$ cat config.mk
export PLATFORM = sky130hd
export DESIGN_NAME = cfg_tlp_packer
export DESIGN_NICKNAME = d
export VERILOG_FILES = /design/src/rtl/cfg_tlp_pkg.sv /design/src/rtl/cfg_be_align.sv /design/src/rtl/cfg_hdr_build.sv /design/src/rtl/cfg_root_reg.sv /design/src/rtl/cfg_beat_seq.sv /design/src/rtl/cfg_tlp_packer.sv
export SDC_FILE = /design/constraint.sdc
export NUM_CORES = 1
export LEC_CHECK = 0
export BUFFER_PORTS_ARGS = -buffer_cell sky130_fd_sc_hd__buf_2
export CAP_MARGIN = 20
export CORE_MARGIN = 1
export CORE_UTILIZATION = 48
export CTS_BUF_LIST = sky130_fd_sc_hd__clkbuf_8
export DETAILED_ROUTE_END_ITERATION = 6
export GPL_TIMING_DRIVEN = 0
export MAX_ROUTING_LAYER = met4
export PLACE_DENSITY = 0.86
export SLEW_MARGIN = 20
export SYNTH_ARGS = -nofsm -noshare
export SYNTH_HDL_FRONTEND = slang
export SYNTH_SLANG_ARGS = --single-unit
$ cat constraint.sdc
create_clock -name clk_i -period 1.55 [get_ports clk_i]
set_input_delay 0.155 -clock clk_i [delete_from_list [all_inputs] [get_ports clk_i]]
set_output_delay 0.155 -clock clk_i [all_outputs]
set_load 0.1 [all_outputs]
$ cat src/rtl/cfg_tlp_pkg.sv
package cfg_tlp_pkg;
  localparam int unsigned DW = 32;
  localparam logic [7:0] FMT_RD_T0 = 8'h04;
  localparam logic [7:0] FMT_WR_T0 = 8'h44;
  localparam logic [7:0] FMT_RD_T1 = 8'h05;
  localparam logic [7:0] FMT_WR_T1 = 8'h45;
  localparam logic [7:0] TAG_RD    = 8'h1D;
  localparam logic [7:0] TAG_WR    = 8'h10;
  localparam logic [23:0] LEN_ONE  = 24'h000001;

  typedef struct packed {
    logic [DW-1:0] dw0;
    logic [DW-1:0] dw1;
    logic [DW-1:0] dw2;
    logic [DW-1:0] data;
    logic          three_beat;
    logic          root_upd;
  } cfg_pkt_t;

  typedef enum logic [1:0] {S_IDLE, S_HDR, S_MID, S_DATA} seq_state_e;
endpackage

$ cat src/rtl/cfg_be_align.sv
module cfg_be_align
  import cfg_tlp_pkg::*;
(
  input  logic [2:0]    size_i,
  input  logic [1:0]    lane_i,
  input  logic [DW-1:0] wdata_i,
  output logic [7:0]    be_o,
  output logic [DW-1:0] data_o
);
  logic [4:0] shamt;
  assign shamt = {lane_i, 3'b000};

  always_comb begin
    unique case (size_i)
      3'd1: begin
        be_o   = 8'h01 << lane_i;
        data_o = (wdata_i & 32'h0000_00FF) << shamt;
      end
      3'd2: begin
        be_o   = 8'h03 << lane_i;
        data_o = (wdata_i & 32'h0000_FFFF) << shamt;
      end
      default: begin
        be_o   = 8'h0F;
        data_o = wdata_i;
      end
    endcase
  end
endmodule

$ cat src/rtl/cfg_hdr_build.sv
module cfg_hdr_build
  import cfg_tlp_pkg::*;
#(
  parameter int unsigned OFF_W = 12,
  parameter logic [OFF_W-1:0] PRIMARY_OFF = OFF_W'(8'h18)
) (
  input  logic             write_i,
  input  logic [7:0]       bus_i,
  input  logic [7:0]       devfn_i,
  input  logic [OFF_W-1:0] off_i,
  input  logic [7:0]       root_bus_i,
  input  logic [7:0]       be_i,
  input  logic [DW-1:0]    data_i,
  output cfg_pkt_t         pkt_o
);
  logic             type0;
  logic [7:0]       fmt;
  logic [OFF_W-1:0] off_al;
  logic [15:0]      off16;

  assign type0  = (bus_i == root_bus_i);
  assign off_al = off_i & ~OFF_W'(3);
  assign off16  = 16'(off_al);

  always_comb begin
    unique case ({write_i, type0})
      2'b01:   fmt = FMT_RD_T0;
      2'b00:   fmt = FMT_RD_T1;
      2'b11:   fmt = FMT_WR_T0;
      default: fmt = FMT_WR_T1;
    endcase
  end

  always_comb begin
    pkt_o.dw0        = {fmt, LEN_ONE};
    pkt_o.dw1        = {root_bus_i, 8'h00, (write_i ? TAG_WR : TAG_RD), be_i};
    pkt_o.dw2        = {bus_i, devfn_i, off16};
    pkt_o.data       = write_i ? data_i : '0;
    pkt_o.three_beat = write_i && (off_i[2:0] == 3'b000);
    pkt_o.root_upd   = write_i && type0 && (off_al == PRIMARY_OFF);
  end
endmodule

$ cat src/rtl/cfg_root_reg.sv
module cfg_root_reg #(
  parameter logic [7:0] RST_VAL = 8'h00
) (
  input  logic       clk_i,
  input  logic       rst_ni,
  input  logic       upd_i,
  input  logic [7:0] upd_val_i,
  output logic [7:0] root_o
);
  always_ff @(posedge clk_i or negedge rst_ni) begin
    if (!rst_ni)    root_o <= RST_VAL;
    else if (upd_i) root_o <= upd_val_i;
  end
endmodule

$ cat src/rtl/cfg_beat_seq.sv
module cfg_beat_seq
  import cfg_tlp_pkg::*;
(
  input  logic          clk_i,
  input  logic          rst_ni,
  input  logic          req_valid_i,
  output logic          req_ready_o,
  input  cfg_pkt_t      pkt_i,
  output logic          beat_valid_o,
  input  logic          beat_ready_i,
  output logic [DW-1:0] beat_lo_o,
  output logic [DW-1:0] beat_hi_o,
  output logic          beat_sop_o,
  output logic          beat_eop_o,
  output logic          upd_o,
  output logic [7:0]    upd_val_o
);
  seq_state_e state_q, state_d;
  cfg_pkt_t   pkt_q;
  logic       accept, fire;

  assign req_ready_o = (state_q == S_IDLE);
  assign accept      = req_valid_i && req_ready_o;
  assign fire        = beat_valid_o && beat_ready_i;

  always_ff @(posedge clk_i or negedge rst_ni) begin
    if (!rst_ni)     pkt_q <= '0;
    else if (accept) pkt_q <= pkt_i;
  end

  always_comb begin
    state_d = state_q;
    unique case (state_q)
      S_IDLE: if (accept) state_d = S_HDR;
      S_HDR:  if (fire)   state_d = S_MID;
      S_MID:  if (fire)   state_d = pkt_q.three_beat ? S_DATA : S_IDLE;
      default: if (fire)  state_d = S_IDLE;
    endcase
  end

  always_ff @(posedge clk_i or negedge rst_ni) begin
    if (!rst_ni) state_q <= S_IDLE;
    else         state_q <= state_d;
  end

  always_comb begin
    beat_valid_o = 1'b1;
    beat_sop_o   = 1'b0;
    beat_eop_o   = 1'b0;
    beat_lo_o    = '0;
    beat_hi_o    = '0;
    unique case (state_q)
      S_IDLE: beat_valid_o = 1'b0;
      S_HDR: begin
        beat_lo_o  = pkt_q.dw0;
        beat_hi_o  = pkt_q.dw1;
        beat_sop_o = 1'b1;
      end
      S_MID: begin
        beat_lo_o  = pkt_q.dw2;
        beat_hi_o  = pkt_q.three_beat ? '0 : pkt_q.data;
        beat_eop_o = !pkt_q.three_beat;
      end
      default: begin
        beat_lo_o  = pkt_q.data;
        beat_eop_o = 1'b1;
      end
    endcase
  end

  assign upd_o     = fire && beat_eop_o && pkt_q.root_upd;
  assign upd_val_o = pkt_q.data[7:0];
endmodule

$ cat src/rtl/cfg_tlp_packer.sv
module cfg_tlp_packer
  import cfg_tlp_pkg::*;
#(
  parameter int unsigned OFF_W = 12,
  parameter logic [OFF_W-1:0] PRIMARY_OFF = OFF_W'(8'h18),
  parameter logic [7:0] ROOT_RST = 8'h00
) (
  input  logic             clk_i,
  input  logic             rst_ni,
  input  logic             req_valid_i,
  output logic             req_ready_o,
  input  logic             req_write_i,
  input  logic [7:0]       req_bus_i,
  input  logic [7:0]       req_devfn_i,
  input  logic [OFF_W-1:0] req_off_i,
  input  logic [2:0]       req_size_i,
  input  logic [31:0]      req_wdata_i,
  output logic             beat_valid_o,
  input  logic             beat_ready_i,
  output logic [31:0]      beat_lo_o,
  output logic [31:0]      beat_hi_o,
  output logic             beat_sop_o,
  output logic             beat_eop_o,
  output logic [7:0]       root_bus_o
);
  logic [7:0]    be;
  logic [DW-1:0] data_al;
  cfg_pkt_t      pkt;
  logic          upd;
  logic [7:0]    upd_val;

  cfg_be_align u_align (
    .size_i  (req_size_i),
    .lane_i  (req_off_i[1:0]),
    .wdata_i (req_wdata_i),
    .be_o    (be),
    .data_o  (data_al)
  );

  cfg_hdr_build #(.OFF_W(OFF_W), .PRIMARY_OFF(PRIMARY_OFF)) u_hdr (
    .write_i    (req_write_i),
    .bus_i      (req_bus_i),
    .devfn_i    (req_devfn_i),
    .off_i      (req_off_i),
    .root_bus_i (root_bus_o),
    .be_i       (be),
    .data_i     (data_al),
    .pkt_o      (pkt)
  );

  cfg_beat_seq u_seq (
    .clk_i        (clk_i),
    .rst_ni       (rst_ni),
    .req_valid_i  (req_valid_i),
    .req_ready_o  (req_ready_o),
    .pkt_i        (pkt),
    .beat_valid_o (beat_valid_o),
    .beat_ready_i (beat_ready_i),
    .beat_lo_o    (beat_lo_o),
    .beat_hi_o    (beat_hi_o),
    .beat_sop_o   (beat_sop_o),
    .beat_eop_o   (beat_eop_o),
    .upd_o        (upd),
    .upd_val_o    (upd_val)
  );

  cfg_root_reg #(.RST_VAL(ROOT_RST)) u_root (
    .clk_i     (clk_i),
    .rst_ni    (rst_ni),
    .upd_i     (upd),
    .upd_val_i (upd_val),
    .root_o    (root_bus_o)
  );
endmodule

==> results of run 1 <==
==> what timing repair did <==
action,CTS
hold endpoints to repair,61
hold buffers,12
gates cloned,5
pin swaps,9
gates resized for setup,353
endpoints found under the setup margin,150
buffers inserted,21
==> per-stage QoR <==
step,utilization,hold WS [ns],cells
CTS,0.854,0.000664,796
detailed placement,0.640,0.241,744
global placement,0.637,0.345,743
floorplan,-,-0.141,489
==> metal layers <==
metal / global-route usage / GRT overflow
met5: - / -
met3: 0.612 / 7
met4: 1.02 / 131
met1: 0.844 / 3
met2: 1.14 / 316
==> cells by family after synthesis <==
| group | synth area share |
|---|---|
| fa+ha+maj | 0.0110 |
| simple gates | 0.214 |
| flops | 0.479 |
| mux | 0.0223 |
| compound gates | 0.206 |
| xor+xnor | 0.0174 |
| buf+inv | 0.0498 |
==> qor.csv, run 1 <==
metric;value;unit
haltStage;5_1_grt;
pre_cts_ws;-0.855;ns
grt_max_degree;52;
syn_nets;561;
ys_types;42;
synth_edf_count;0;
initial_utilization;0.494;
status;did not finish;
syn_inst;489;
overflow;457;
synth_flop_cell;dfrtp_1;
htree_levels;3;
rows;35;
ys_seq_elements;87;
grt_usage;0.904;
yosys.area.top_type;dfrtp_1;
yosys.area.top_type_share;0.479;
syn_area_per_cell;9.29;µm²
gp_congestion;0.927;
die_w;99.3;µm
synth_area_leaders;dfrtp_1 48%, nand2_1 11%, a22o_1 9.4%;
clockRootBuffer;clkbuf_8;
error;[ERROR GRT-0232] Routing congestion too high. Check the congestion heatmap in the GUI.;
clock_sinks;87;
worstEpCategory;top-level output;
yosysSeqAreaShare;0.479;
cts_max_path_buffers;2;
io_pins;144;
post_dp_cell_area;5880;µm²
die_h;99.3;µm
ys_warn_count;0;
synth_common_cells;137 x nand2_1, 87 x dfrtp_1, 49 x a22o_1;
synthMostInstantiatedCell;nand2_1;
cts_buffers;9;
syn_area;4540;µm²
portBuffers;143;
worst_endpoint;beat_lo_o[8];
place_hpwl;11800;µm
postSynth.asyncResetShare;1.00;
==> run 2, diff against run 1 <==
- CORE_UTILIZATION: 48 -> 40
- CTS_BUF_LIST: sky130_fd_sc_hd__clkbuf_8 -> not set
- MAX_ROUTING_LAYER: met4 -> not set
- PLACE_DENSITY: 0.86 -> not set
- PLACE_DENSITY_LB_ADDON: not set -> 0.15
- clock period: 1.55 -> 2.02 ns (I/O delays scaled with it)
==> run 2 against run 1 <==
The flow now finishes, with violations (setup timing). Synthesized area unchanged. Synthesized cell count did not move.
==> qor.csv, run 2 <==
metric;value;unit;change
sw_frac_of_total;0.500;;
worstReg2RegEnd;u_seq.pkt_q[66];;
htree_levels;3;;unchanged
yosysSeqAreaShare;0.479;;unchanged
cts_buffers;9;;unchanged
clkPwrFrac;0.144;;
total_power;12.2;mW;
antenna_cells;0;;
post_dp_cell_area;5780;µm²;-1.8%
overflow;0;;
synth_common_cells;137 x nand2_1, 87 x dfrtp_1, 49 x a22o_1;;
p_leak;3.56;nW;
synth_area_leaders;dfrtp_1 48%, nand2_1 11%, a22o_1 9.4%;;
yosys.area.top_type;dfrtp_1;;
ys_warn_count;0;;unchanged
syn_nets;561;;unchanged
cts.reportedPaths.clkPinSlew;0.07;ns;
fin_ws;-0.152;ns;
die_w;109;µm;+9.4%
clockRootBuffer;clkbuf_16;;
endpoint;beat_hi_o[29];;
seq_power_share;0.256;;
cts_max_path_buffers;2;;unchanged
synthMostInstantiatedCell;nand2_1;;
skew;0.00838;ns;
final_area;7470;µm²;
r2r_slack;0.02;ns;
crit_chain;inv_4, ha_4, and3_4, buf_8, a22o_2, buf_12;;
ff2ff_path_depth;7;;
final_common_cell;nand2_1;;
portBuffers;143;;unchanged
crit_type;flop to primary output;;
die_h;109;µm;+9.4%
synth_flop_cell;dfrtp_1;;
antenna_found_initial;0;;
postSynth.asyncResetShare;1.00;;unchanged
clk_latency;0.35;ns;
ys_seq_elements;87;;unchanged
final_cell_mix;136 x nand2_1, 85 x dfrtp_1, 83 x buf_2, 60 x buf_12, 29 x a22o_4;;
cp.depth;6;;
violations;setup timing;;
cts_tree;yes;;
drc_errors;0;;
crit_fanout;10;;
comb_power_share;0.600;;
synth_edf_count;0;;unchanged
rows;38;;+8.6%
maxCapViolCount;0;;
gp_congestion;0.855;;-7.8%
status;finished with violations;;
drive_above_1_share;0.443;;
grt_pass1_wl;26600;µm;
max_freq;460;MHz;
syn_area_per_cell;9.29;µm²;unchanged
dr.pass1.iters;6;;
syn_inst;489;;unchanged
grt_max_degree;45;;
r2r-start;u_seq.state_q[0];;
place_hpwl;11700;µm;-0.92%
crit_buf_inv;3;;
drt.antenna.violating_nets;0;;
core;10900;µm²;
crit_start;u_seq.state_q[1];;
rsz0062_at_grt;true;;
viasPerCell;5.73;;
crit_family;flip-flops;;
pre_cts_ws;-0.715;ns;+0.140 ns
yosys.area.top_type_share;0.479;;unchanged
hold_viol_final;0;;
relSlewSlack;0.519;;
ys_types;42;;unchanged
syn_to_final_growth;64.4;%;
io_pins;144;;unchanged
p_switching;6.09;mW;
syn_area;4540;µm²;unchanged
tightest_slew;0.721;ns;
clock_sinks;87;;unchanged
wl_per_cell;22.2;µm;
largest_reg_flops;69;;
startpoint_type;flop;;
wl;17800;µm;
vias;4599;;
report.final.slew_viol_count;0;;
grt_pass1_vias;4612;;
setup_viol;52;;
ir_drop;1090;µV;
period_needed;2.17;ns;
min_path_type;input port to flop;;
initial_utilization;0.415;;-0.0786
die_area;11800;µm²;
finalCritPeriodShare;1.08;;
grt_usage;0.314;;
worst_path_largest_cell_delay;0.46;ns;
power.internal;6.08;mW;
crit_required;1.82;ns;
slowest_stage;dfrtp_2;;
cellPowerDensity;1630;nW/µm²;
crit_path_end_kind;primary output;;
nets;729;;
max_flop_register;u_seq.pkt_q;;
arrival;1.97;ns;
drt_iter0_markers;381;;
fillers;828;;
-- run 2: cell families after synthesis --
logic type | Yosys count | share of synthesized area
buf+inv | 48 | 0.0498
flops | 87 | 0.479
mux | 9 | 0.0223
simple gates | 211 | 0.214
xor+xnor | 9 | 0.0174
compound gates | 121 | 0.206
fa+ha+maj | 4 | 0.0110
-- run 2: how the worst min path moves through the flow --
stage,startpoint,end,slack [ns],depth (start not counted)
4_1_cts,req_devfn_i[6],u_seq.pkt_q[56],0.03,3
3_5_place_dp,rst_ni,u_seq.pkt_q[62],0.16,1
6_report,req_devfn_i[6],u_seq.pkt_q[56],0.03,3
3_3_place_gp,req_devfn_i[1],u_seq.pkt_q[51],0.39,3
2_1_floorplan,rst_ni,u_root.root_o[0],-0.09,0
5_1_grt,req_devfn_i[6],u_seq.pkt_q[56],0.04,3
-- run 2: area by class of cell --
class / count / area [µm²] / area share
Inverter: 5 / 25.0 / 0.00335
Clock buffer: 10 / 239 / 0.0320
Timing Repair Buffer: 160 / 1830 / 0.246
Multi-Input combinational cell: 354 / 2600 / 0.349
Sequential cell: 87 / 2180 / 0.292
Tap cell: 140 / 175 / 0.0235
Clock inverter: 6 / 70.1 / 0.00938
Buffer: 40 / 343 / 0.0459
-- run 2: repair_timing --
item / in CTS / in global routing
gates resized for setup: 301 / 18
pin swaps: 18 / 3
hold buffers: 1 / 0
endpoints found under the hold margin: 43 / 0
endpoints found under the setup margin: 71 / 96
gates cloned: 3 / 2
setup buffers: 8 / 2
-- run 2: routing by layer --
metal / up-vias / part of all wire / global-route usage
li1: 2051 / - / -
met2: 234 / 0.51 / 0.542
met1: 2278 / 0.40 / 0.392
met3: 36 / 0.071 / 0.0530
met5: - / 0 / 0
met4: 0 / 0.028 / 0.116
-- run 2: power groups by stage --
stage / clock network (mW) / registers, mW / logic (mW)
3_3_place_gp: 0 / 3.02 / 5.42
4_1_cts: 1.75 / 3.05 / 7.14
3_5_place_dp: 0 / 3.04 / 5.46
5_1_grt: 1.82 / 3.17 / 7.56
2_1_floorplan: 0 / 2.79 / 4.56
6_report: 1.75 / 3.12 / 7.30
-- run 2: through the flow --
stage	setup TNS (ns)	hold slack (ns)	std cells	utilization
2_1_floorplan	-9.32	-0.0936	489	-
3_3_place_gp	-37.09	0.394	772	0.525
3_5_place_dp	-30.52	0.162	773	0.528
4_1_cts	-7.40	0.0339	799	0.674
5_1_grt	-6.99	0.0377	802	0.683
6_report	-5.26	0.0314	802	0.683
-- run 2: worst register-to-register path, delay by kind of cell, from the launching register on --
kind	cells	cell delay [ns]
AO/OA/AOI/OAI	1	0.26
flip-flops	1	0.45
buffers and inverters	3	0.75
AND/OR/NAND/NOR	2	0.24
adder cells (fa/ha/maj)	1	0.21
Note: power is estimated with default switching activity, not from simulation.
